### config.mk
export PLATFORM = sky130hd
export DESIGN_NAME = i2cp_target
export DESIGN_NICKNAME = d
export VERILOG_FILES = /design/src/rtl/i2cp_pkg.sv /design/src/rtl/i2cp_line_filter.sv /design/src/rtl/i2cp_bus_events.sv /design/src/rtl/i2cp_xfer_fsm.sv /design/src/rtl/i2cp_target.sv
export SDC_FILE = /design/constraint.sdc
export NUM_CORES = 1
export LEC_CHECK = 0
export ABC_CLOCK_PERIOD_IN_PS = 4000
export BUFFER_PORTS_ARGS = -buffer_cell sky130_fd_sc_hd__buf_2
export CAP_MARGIN = 25
export CORE_MARGIN = 2
export CORE_UTILIZATION = 60
export DETAILED_ROUTE_END_ITERATION = 8
export PLACE_DENSITY = 0.86
export REMOVE_ABC_BUFFERS = 1
export SLEW_MARGIN = 20
export SYNTH_ARGS = -nofsm -noshare
export SYNTH_HDL_FRONTEND = slang
export SYNTH_HIERARCHICAL = 1
export SYNTH_SLANG_ARGS = --single-unit
### constraint.sdc
create_clock -name clk -period 4 [get_ports clk]
set_input_delay 0.2 -clock clk [delete_from_list [all_inputs] [get_ports clk]]
set_output_delay 0.2 -clock clk [all_outputs]
set_load 0.01 [all_outputs]
### src/rtl/i2cp_pkg.sv
package i2cp_pkg;

    localparam int ADDR_W   = 16;
    localparam int DATA_W   = 16;
    localparam int BYTE_W   = 8;
    localparam int SYNC_N   = 2;
    localparam int FILT_N   = 3;
    localparam int WR_BYTES = 4;
    localparam int CNT_W    = $clog2(BYTE_W + 1);
    localparam int IDX_W    = $clog2(WR_BYTES + 1);

    localparam logic [5:0] DEV_ADDR_HI = 6'b111000;

    typedef enum logic [2:0] {
        ST_IDLE,
        ST_CTRL,
        ST_CTRL_ACK,
        ST_RX,
        ST_RX_ACK,
        ST_TX,
        ST_TX_ACK,
        ST_SKIP
    } xfer_state_e;

    typedef struct packed {
        logic start;
        logic stop;
        logic scl_rise;
        logic scl_fall;
        logic sda;
    } bus_evt_t;

    function automatic logic dev_match(input logic [6:0] addr, input logic sel);
        return addr == {DEV_ADDR_HI, sel};
    endfunction

endpackage

### src/rtl/i2cp_line_filter.sv
module i2cp_line_filter #(
    parameter int   SYNC_N  = 2,
    parameter int   FILT_N  = 3,
    parameter logic RST_VAL = 1'b1
) (
    input  logic clk,
    input  logic rst,
    input  logic din,
    output logic dout
);

    logic [SYNC_N-1:0] sync_q;
    logic [FILT_N-1:0] hist_q;
    logic              level_q;

    always_ff @(posedge clk) begin
        if (rst) begin
            sync_q  <= {SYNC_N{RST_VAL}};
            hist_q  <= {FILT_N{RST_VAL}};
            level_q <= RST_VAL;
        end else begin
            sync_q <= {sync_q[SYNC_N-2:0], din};
            hist_q <= {hist_q[FILT_N-2:0], sync_q[SYNC_N-1]};
            if (&hist_q) begin
                level_q <= 1'b1;
            end else if (~|hist_q) begin
                level_q <= 1'b0;
            end
        end
    end

    assign dout = level_q;

endmodule

### src/rtl/i2cp_bus_events.sv
module i2cp_bus_events
    import i2cp_pkg::*;
(
    input  logic     clk,
    input  logic     rst,
    input  logic     scl_f,
    input  logic     sda_f,
    output bus_evt_t evt
);

    logic scl_p, sda_p;

    always_ff @(posedge clk) begin
        if (rst) begin
            scl_p <= 1'b1;
            sda_p <= 1'b1;
        end else begin
            scl_p <= scl_f;
            sda_p <= sda_f;
        end
    end

    always_comb begin
        evt.start    = scl_f && scl_p && sda_p && !sda_f;
        evt.stop     = scl_f && scl_p && !sda_p && sda_f;
        evt.scl_rise = scl_f && !scl_p;
        evt.scl_fall = !scl_f && scl_p;
        evt.sda      = sda_f;
    end

endmodule

### src/rtl/i2cp_xfer_fsm.sv
module i2cp_xfer_fsm
    import i2cp_pkg::*;
(
    input  logic              clk,
    input  logic              rst,
    input  bus_evt_t          evt,
    input  logic              addr_sel,
    input  logic [DATA_W-1:0] reg_rdata,
    output logic              sda_oe,
    output logic [ADDR_W-1:0] reg_addr,
    output logic [DATA_W-1:0] reg_wdata,
    output logic              reg_we,
    output logic              reg_re
);

    localparam logic [CNT_W-1:0] BITS_FULL = CNT_W'(BYTE_W);
    localparam logic [CNT_W-1:0] BITS_LAST = CNT_W'(BYTE_W - 1);
    localparam logic [IDX_W-1:0] IDX_LIMIT = IDX_W'(WR_BYTES);

    xfer_state_e        state_q;
    logic [CNT_W-1:0]   bit_cnt_q;
    logic [IDX_W-1:0]   byte_idx_q;
    logic [BYTE_W-1:0]  shift_q;
    logic [BYTE_W-1:0]  ahi_q;
    logic [BYTE_W-1:0]  dhi_q;
    logic [ADDR_W-1:0]  ptr_q;
    logic [DATA_W-1:0]  wdata_q;
    logic [DATA_W-1:0]  tx_q;
    logic               rw_q;
    logic               mack_q;
    logic               oe_q;
    logic               we_q;
    logic               re_q;
    logic               cap_q;

    always_ff @(posedge clk) begin
        if (rst) begin
            state_q    <= ST_IDLE;
            bit_cnt_q  <= '0;
            byte_idx_q <= '0;
            shift_q    <= '0;
            ahi_q      <= '0;
            dhi_q      <= '0;
            ptr_q      <= '0;
            wdata_q    <= '0;
            tx_q       <= '0;
            rw_q       <= 1'b0;
            mack_q     <= 1'b0;
            oe_q       <= 1'b0;
            we_q       <= 1'b0;
            re_q       <= 1'b0;
            cap_q      <= 1'b0;
        end else begin
            we_q  <= 1'b0;
            re_q  <= 1'b0;
            cap_q <= re_q;
            if (cap_q) begin
                tx_q <= reg_rdata;
            end

            if (evt.start) begin
                state_q    <= ST_CTRL;
                bit_cnt_q  <= '0;
                byte_idx_q <= '0;
                oe_q       <= 1'b0;
            end else if (evt.stop) begin
                state_q <= ST_IDLE;
                oe_q    <= 1'b0;
            end else begin
                unique case (state_q)
                    ST_CTRL: begin
                        if (evt.scl_rise) begin
                            shift_q   <= {shift_q[BYTE_W-2:0], evt.sda};
                            bit_cnt_q <= bit_cnt_q + 1'b1;
                        end else if (evt.scl_fall && bit_cnt_q == BITS_FULL) begin
                            if (dev_match(shift_q[BYTE_W-1:1], addr_sel)) begin
                                oe_q    <= 1'b1;
                                rw_q    <= shift_q[0];
                                re_q    <= shift_q[0];
                                state_q <= ST_CTRL_ACK;
                            end else begin
                                state_q <= ST_SKIP;
                            end
                        end
                    end
                    ST_CTRL_ACK: begin
                        if (evt.scl_fall) begin
                            bit_cnt_q <= '0;
                            if (rw_q) begin
                                oe_q    <= ~tx_q[DATA_W-1];
                                state_q <= ST_TX;
                            end else begin
                                oe_q    <= 1'b0;
                                state_q <= ST_RX;
                            end
                        end
                    end
                    ST_RX: begin
                        if (evt.scl_rise) begin
                            shift_q   <= {shift_q[BYTE_W-2:0], evt.sda};
                            bit_cnt_q <= bit_cnt_q + 1'b1;
                        end else if (evt.scl_fall && bit_cnt_q == BITS_FULL) begin
                            if (byte_idx_q < IDX_LIMIT) begin
                                oe_q    <= 1'b1;
                                state_q <= ST_RX_ACK;
                            end else begin
                                state_q <= ST_SKIP;
                            end
                        end
                    end
                    ST_RX_ACK: begin
                        if (evt.scl_fall) begin
                            oe_q       <= 1'b0;
                            bit_cnt_q  <= '0;
                            byte_idx_q <= byte_idx_q + 1'b1;
                            state_q    <= ST_RX;
                            case (byte_idx_q)
                                IDX_W'(0): ahi_q <= shift_q;
                                IDX_W'(1): ptr_q <= {ahi_q, shift_q};
                                IDX_W'(2): dhi_q <= shift_q;
                                IDX_W'(3): begin
                                    wdata_q <= {dhi_q, shift_q};
                                    we_q    <= 1'b1;
                                end
                                default: ;
                            endcase
                        end
                    end
                    ST_TX: begin
                        if (evt.scl_fall) begin
                            bit_cnt_q <= bit_cnt_q + 1'b1;
                            tx_q      <= {tx_q[DATA_W-2:0], 1'b0};
                            if (bit_cnt_q == BITS_LAST) begin
                                oe_q    <= 1'b0;
                                state_q <= ST_TX_ACK;
                            end else begin
                                oe_q <= ~tx_q[DATA_W-2];
                            end
                        end
                    end
                    ST_TX_ACK: begin
                        if (evt.scl_rise) begin
                            mack_q <= ~evt.sda;
                        end else if (evt.scl_fall) begin
                            bit_cnt_q <= '0;
                            if (mack_q && byte_idx_q == '0) begin
                                byte_idx_q <= byte_idx_q + 1'b1;
                                oe_q       <= ~tx_q[DATA_W-1];
                                state_q    <= ST_TX;
                            end else begin
                                state_q <= ST_SKIP;
                            end
                        end
                    end
                    default: ;
                endcase
            end
        end
    end

    assign sda_oe    = oe_q;
    assign reg_addr  = ptr_q;
    assign reg_wdata = wdata_q;
    assign reg_we    = we_q;
    assign reg_re    = re_q;

endmodule

### src/rtl/i2cp_target.sv
module i2cp_target
    import i2cp_pkg::*;
(
    input  logic              clk,
    input  logic              rst,
    input  logic              scl_i,
    input  logic              sda_i,
    input  logic              addr_sel,
    output logic              sda_oe,
    output logic [ADDR_W-1:0] reg_addr,
    output logic [DATA_W-1:0] reg_wdata,
    output logic              reg_we,
    output logic              reg_re,
    input  logic [DATA_W-1:0] reg_rdata
);

    localparam int N_LINES = 2;

    logic [N_LINES-1:0] line_raw;
    logic [N_LINES-1:0] line_flt;
    logic               scl_flt;
    logic               sda_flt;
    bus_evt_t           evt;

    assign line_raw = {sda_i, scl_i};

    for (genvar g = 0; g < N_LINES; g++) begin : g_line
        i2cp_line_filter #(
            .SYNC_N (SYNC_N),
            .FILT_N (FILT_N),
            .RST_VAL(1'b1)
        ) u_filt (
            .clk (clk),
            .rst (rst),
            .din (line_raw[g]),
            .dout(line_flt[g])
        );
    end

    assign scl_flt = line_flt[0];
    assign sda_flt = line_flt[1];

    i2cp_bus_events u_evt (
        .clk  (clk),
        .rst  (rst),
        .scl_f(scl_flt),
        .sda_f(sda_flt),
        .evt  (evt)
    );

    i2cp_xfer_fsm u_fsm (
        .clk      (clk),
        .rst      (rst),
        .evt      (evt),
        .addr_sel (addr_sel),
        .reg_rdata(reg_rdata),
        .sda_oe   (sda_oe),
        .reg_addr (reg_addr),
        .reg_wdata(reg_wdata),
        .reg_we   (reg_we),
        .reg_re   (reg_re)
    );

endmodule

==> metrics.txt <==
Critical Path Start Type flop; clock power share 0.313; hold path startpoint sda_i; syn avg cell area 8.92 µm²; Sw Share 0.297; initial drt markers between 200 and 300; EDFF count, synth 0; Pwr per Cell Area between 400 and 500 mW/mm²; Core Box Area 0.00687 mm²; Period minus WS final 2.48 ns; Slew headroom 0.373; Logic pwr share 0.158; status complete, no violations; fin. max-slew vios 0; Netlist Area Pre-Place roughly 0.0043 mm²; CP arrival 2.71 ns; Worst Hold Class primary input to flop; Period Utilization, post-route 0.621; Switching Power ~0.0006 W; vias in the first global route 3091; TritonCTS Buffers 9; Slew @ Worst Pin 0.935 ns; worst setup path startpoint u_fsm/state_q[2]; Clock Sinks ~100; worst-case clock buffer depth 2; clk_lat worst skew roughly 0.36 ns; Layout area overhead 10.8%; WS Path Type flop to flop; Core Rows 30; Seq/Total Area, Yosys 0.473; Worst Reg2Reg Path Length in Cells 5; Netlist cell types 51; hold path cells 2; yosys warns 6; register share of total power 0.529; Die ar. 0.00789 mm²; post-CTS resize count 0; Int Power between 0.001 and 0.0015 W; Seq cells post-synth 102; ys async rst share 0; grt ovf 0; total setup buffers inserted after CTS 0; Total Nets Final 555; vias approximately 3.5k; CP max FO 26; Die Ht 88.8 µm; Buffers on Ports 55; max-cap viol count 0; largest family of logic cells by synthesized area simple AND/OR/NAND/NOR gates; final core utilization 0.696; xor-xnor portion of the synthesized cell area 0.00406; Hold Violations, Final 0; Setup Skew around 0.014 ns; I/O pins 56; overall power 0.00203 W; RR Startpoint u_fsm/state_q[2]; routed length per instance ~14 µm; Initial Utilization 0.628; routability cong. between 0.8 and 0.9; number of inserted diodes 0; largest net degree at the start of global routing 50; Setup crit end kind flop; DR pass1 iterations 5; initial antenna violation count 0; WP data required between 4 and 5 ns; Remaining DRCs 0; H-tree depth 3; Synth Area in Simple Gates 0.207; share of post-route cells with drive strength above 1 0.165; vias per inst 5.57; mux share of post-synthesis cell area 0.106; max frequency a little over 400 MHz; setup tns final 0 ns; Die X approximately 89 µm; unrepaired setup endpoints after global routing no; CTS tree built; GRT Total Usage 0.228; Detail Placement HPWL around 5.8 mm; Antenna Violating Nets Remaining 0; final setup vio count 0; Post-Syn Instances 484; Primary FF master, synth dfxtp_1; Max VDD drop approximately 310 µV; compound-cell area share of the yosys netlist 0.125; minimum hold slack between 0.015 and 0.02 ns; Post-Synth Adder-Cell Area 0.0348; Clock Root Buffer clkbuf_8; first-pass GRT wire length about 14 mm; Leakage 1.79 nW; Clock transition at path regs approximately 0.1 ns; final wirelength between 8 and 9 mm
[metal layers]
| layer | track usage | vias up | routed length, µm |
|---|---|---|---|
| met3 | 0.0336 | 18 | 377 |
| met4 | 0.120 | 0 | 191 |
| met1 | 0.293 | 1612 | 3950 |
| li1 | - | 1735 | - |
| met5 | 0 | - | 0 |
| met2 | 0.372 | 107 | 4140 |
[worst max-delay path, cell delays in order, from the launching register on]
cell and delay, ns:
dfxtp_1 0.91, nand2_1 0.34, nor3_2 0.26, and2_1 0.50
mux2i_1 0.27, nor2_1 0.07
[power by group through the flow]
stage | logic, W | registers (W) | clock network (W)
2_1_floorplan | 0.000232 | 0.00109 | 0
3_3_place_gp | 0.000302 | 0.00109 | 0
3_5_place_dp | 0.000312 | 0.00109 | 0
4_1_cts | 0.000314 | 0.00107 | 0.000652
5_1_grt | 0.000351 | 0.00108 | 0.000689
6_report | 0.000321 | 0.00107 | 0.000634
[worst paths after layout]
kind                                end  slack, ns
min reg2reg  g_line[1].u_filt/sync_q[1]       0.41
max                      u_fsm/ahi_q[6]       1.52
min          g_line[1].u_filt/sync_q[0]       0.02
max reg2reg              u_fsm/ahi_q[6]       1.52
[state kept, by name (all words and copies together), names as in the netlist, 2 cells and up]
name	count
g_line.u_filt/dout	2
g_line.u_filt/hist_q	6
g_line.u_filt/sync_q	4
u_fsm/ahi_q	8
u_fsm/bit_cnt_q	4
u_fsm/byte_idx_q	3
u_fsm/dhi_q	8
u_fsm/reg_addr	16
u_fsm/reg_wdata	16
u_fsm/shift_q	8
u_fsm/state_q	3
u_fsm/tx_q	16
[cell type report]
cell class | count | area [µm²]
Sequential cell | 102 | 2040
Multi-Input combinational cell | 335 | 2060
Fill cell | 541 | 2090
Inverter | 16 | 60.1
Tap cell | 96 | 120
Clock inverter | 6 | 60.1
Clock buffer | 10 | 138
Timing Repair Buffer | 58 | 304
[through the flow]
| step | std cells | area [µm²] | setup WS [ns] |
|---|---|---|---|
| after floorplan | 453 | 4160 | 1.97 |
| after global placement | 605 | 4560 | 1.66 |
| after detailed placement | 605 | 4560 | 1.60 |
| after CTS | 622 | 4770 | 1.58 |
| after global routing | 623 | 4780 | 1.37 |
| final | 623 | 4780 | 1.52 |
[cells in the mapped netlist, types with 3 or more instances]
cell / count / area, µm²
ha_1: 12 / 150
a21oi_1: 42 / 210
nor2_1: 57 / 214
nor3_1: 3 / 15.0
dfxtp_1: 102 / 2040
buf_4: 4 / 30.0
mux2_2: 4 / 45.0
a211oi_1: 21 / 158
or2_2: 4 / 25.0
buf_2: 7 / 35.0
nor2b_1: 5 / 31.3
nor3b_1: 3 / 22.5
or2_1: 8 / 50.1
and2_1: 3 / 18.8
nand2b_1: 3 / 18.8
clkbuf_1: 16 / 60.1
or3_1: 6 / 37.5
o21ai_0: 8 / 40.0
nand2_1: 78 / 293
inv_1: 16 / 60.1
mux2i_1: 41 / 410
[placed cells by master (no fill, tap or decap), types with 2 or more instances in the layout]
cell type  netlist  final
nor2_1          57     57
inv_6            0      2
a31oi_1          2      2
inv_1           16     16
dfxtp_1        102    102
nand2b_1         3      3
nor3_1           3      3
nand3_1          2      2
ha_1            12     12
a21oi_1         42     42
clkbuf_8         0     10
mux2_2           4      4
nand4_1          2      2
or2_2            4      4
o21bai_1         2      2
nor3_2           2      2
and4b_1          2      2
nor4_1           2      2
nand2_1         78     78
xnor2_1          2      2
and4_1           2      2
nor2b_1          5      5
and2_1           3      3
o21ai_0          8      8
buf_2            7     55
or2_1            8      8
inv_8            0      3
mux2i_1         41     41
nor3b_1          3      3
or3_1            6      6
a211oi_1        21     21
a221oi_1         2      2
[what timing repair did]
item / 4_1_cts / 5_1_grt
setup endpoints to repair: 0 / 0
hold buffers: 1 / 0
endpoints found under the hold margin: 1 / 0
[logic make-up (layout without fill, tap and decap cells)]
logic type | Yosys count | after routing
mux | 45 | 45
flops | 102 | 102
xor+xnor | 2 | 2
compound gates | 87 | 87
buf+inv | 47 | 90
fa+ha+maj | 12 | 12
simple gates | 189 | 189
Note: power is estimated with default switching activity, not from simulation.
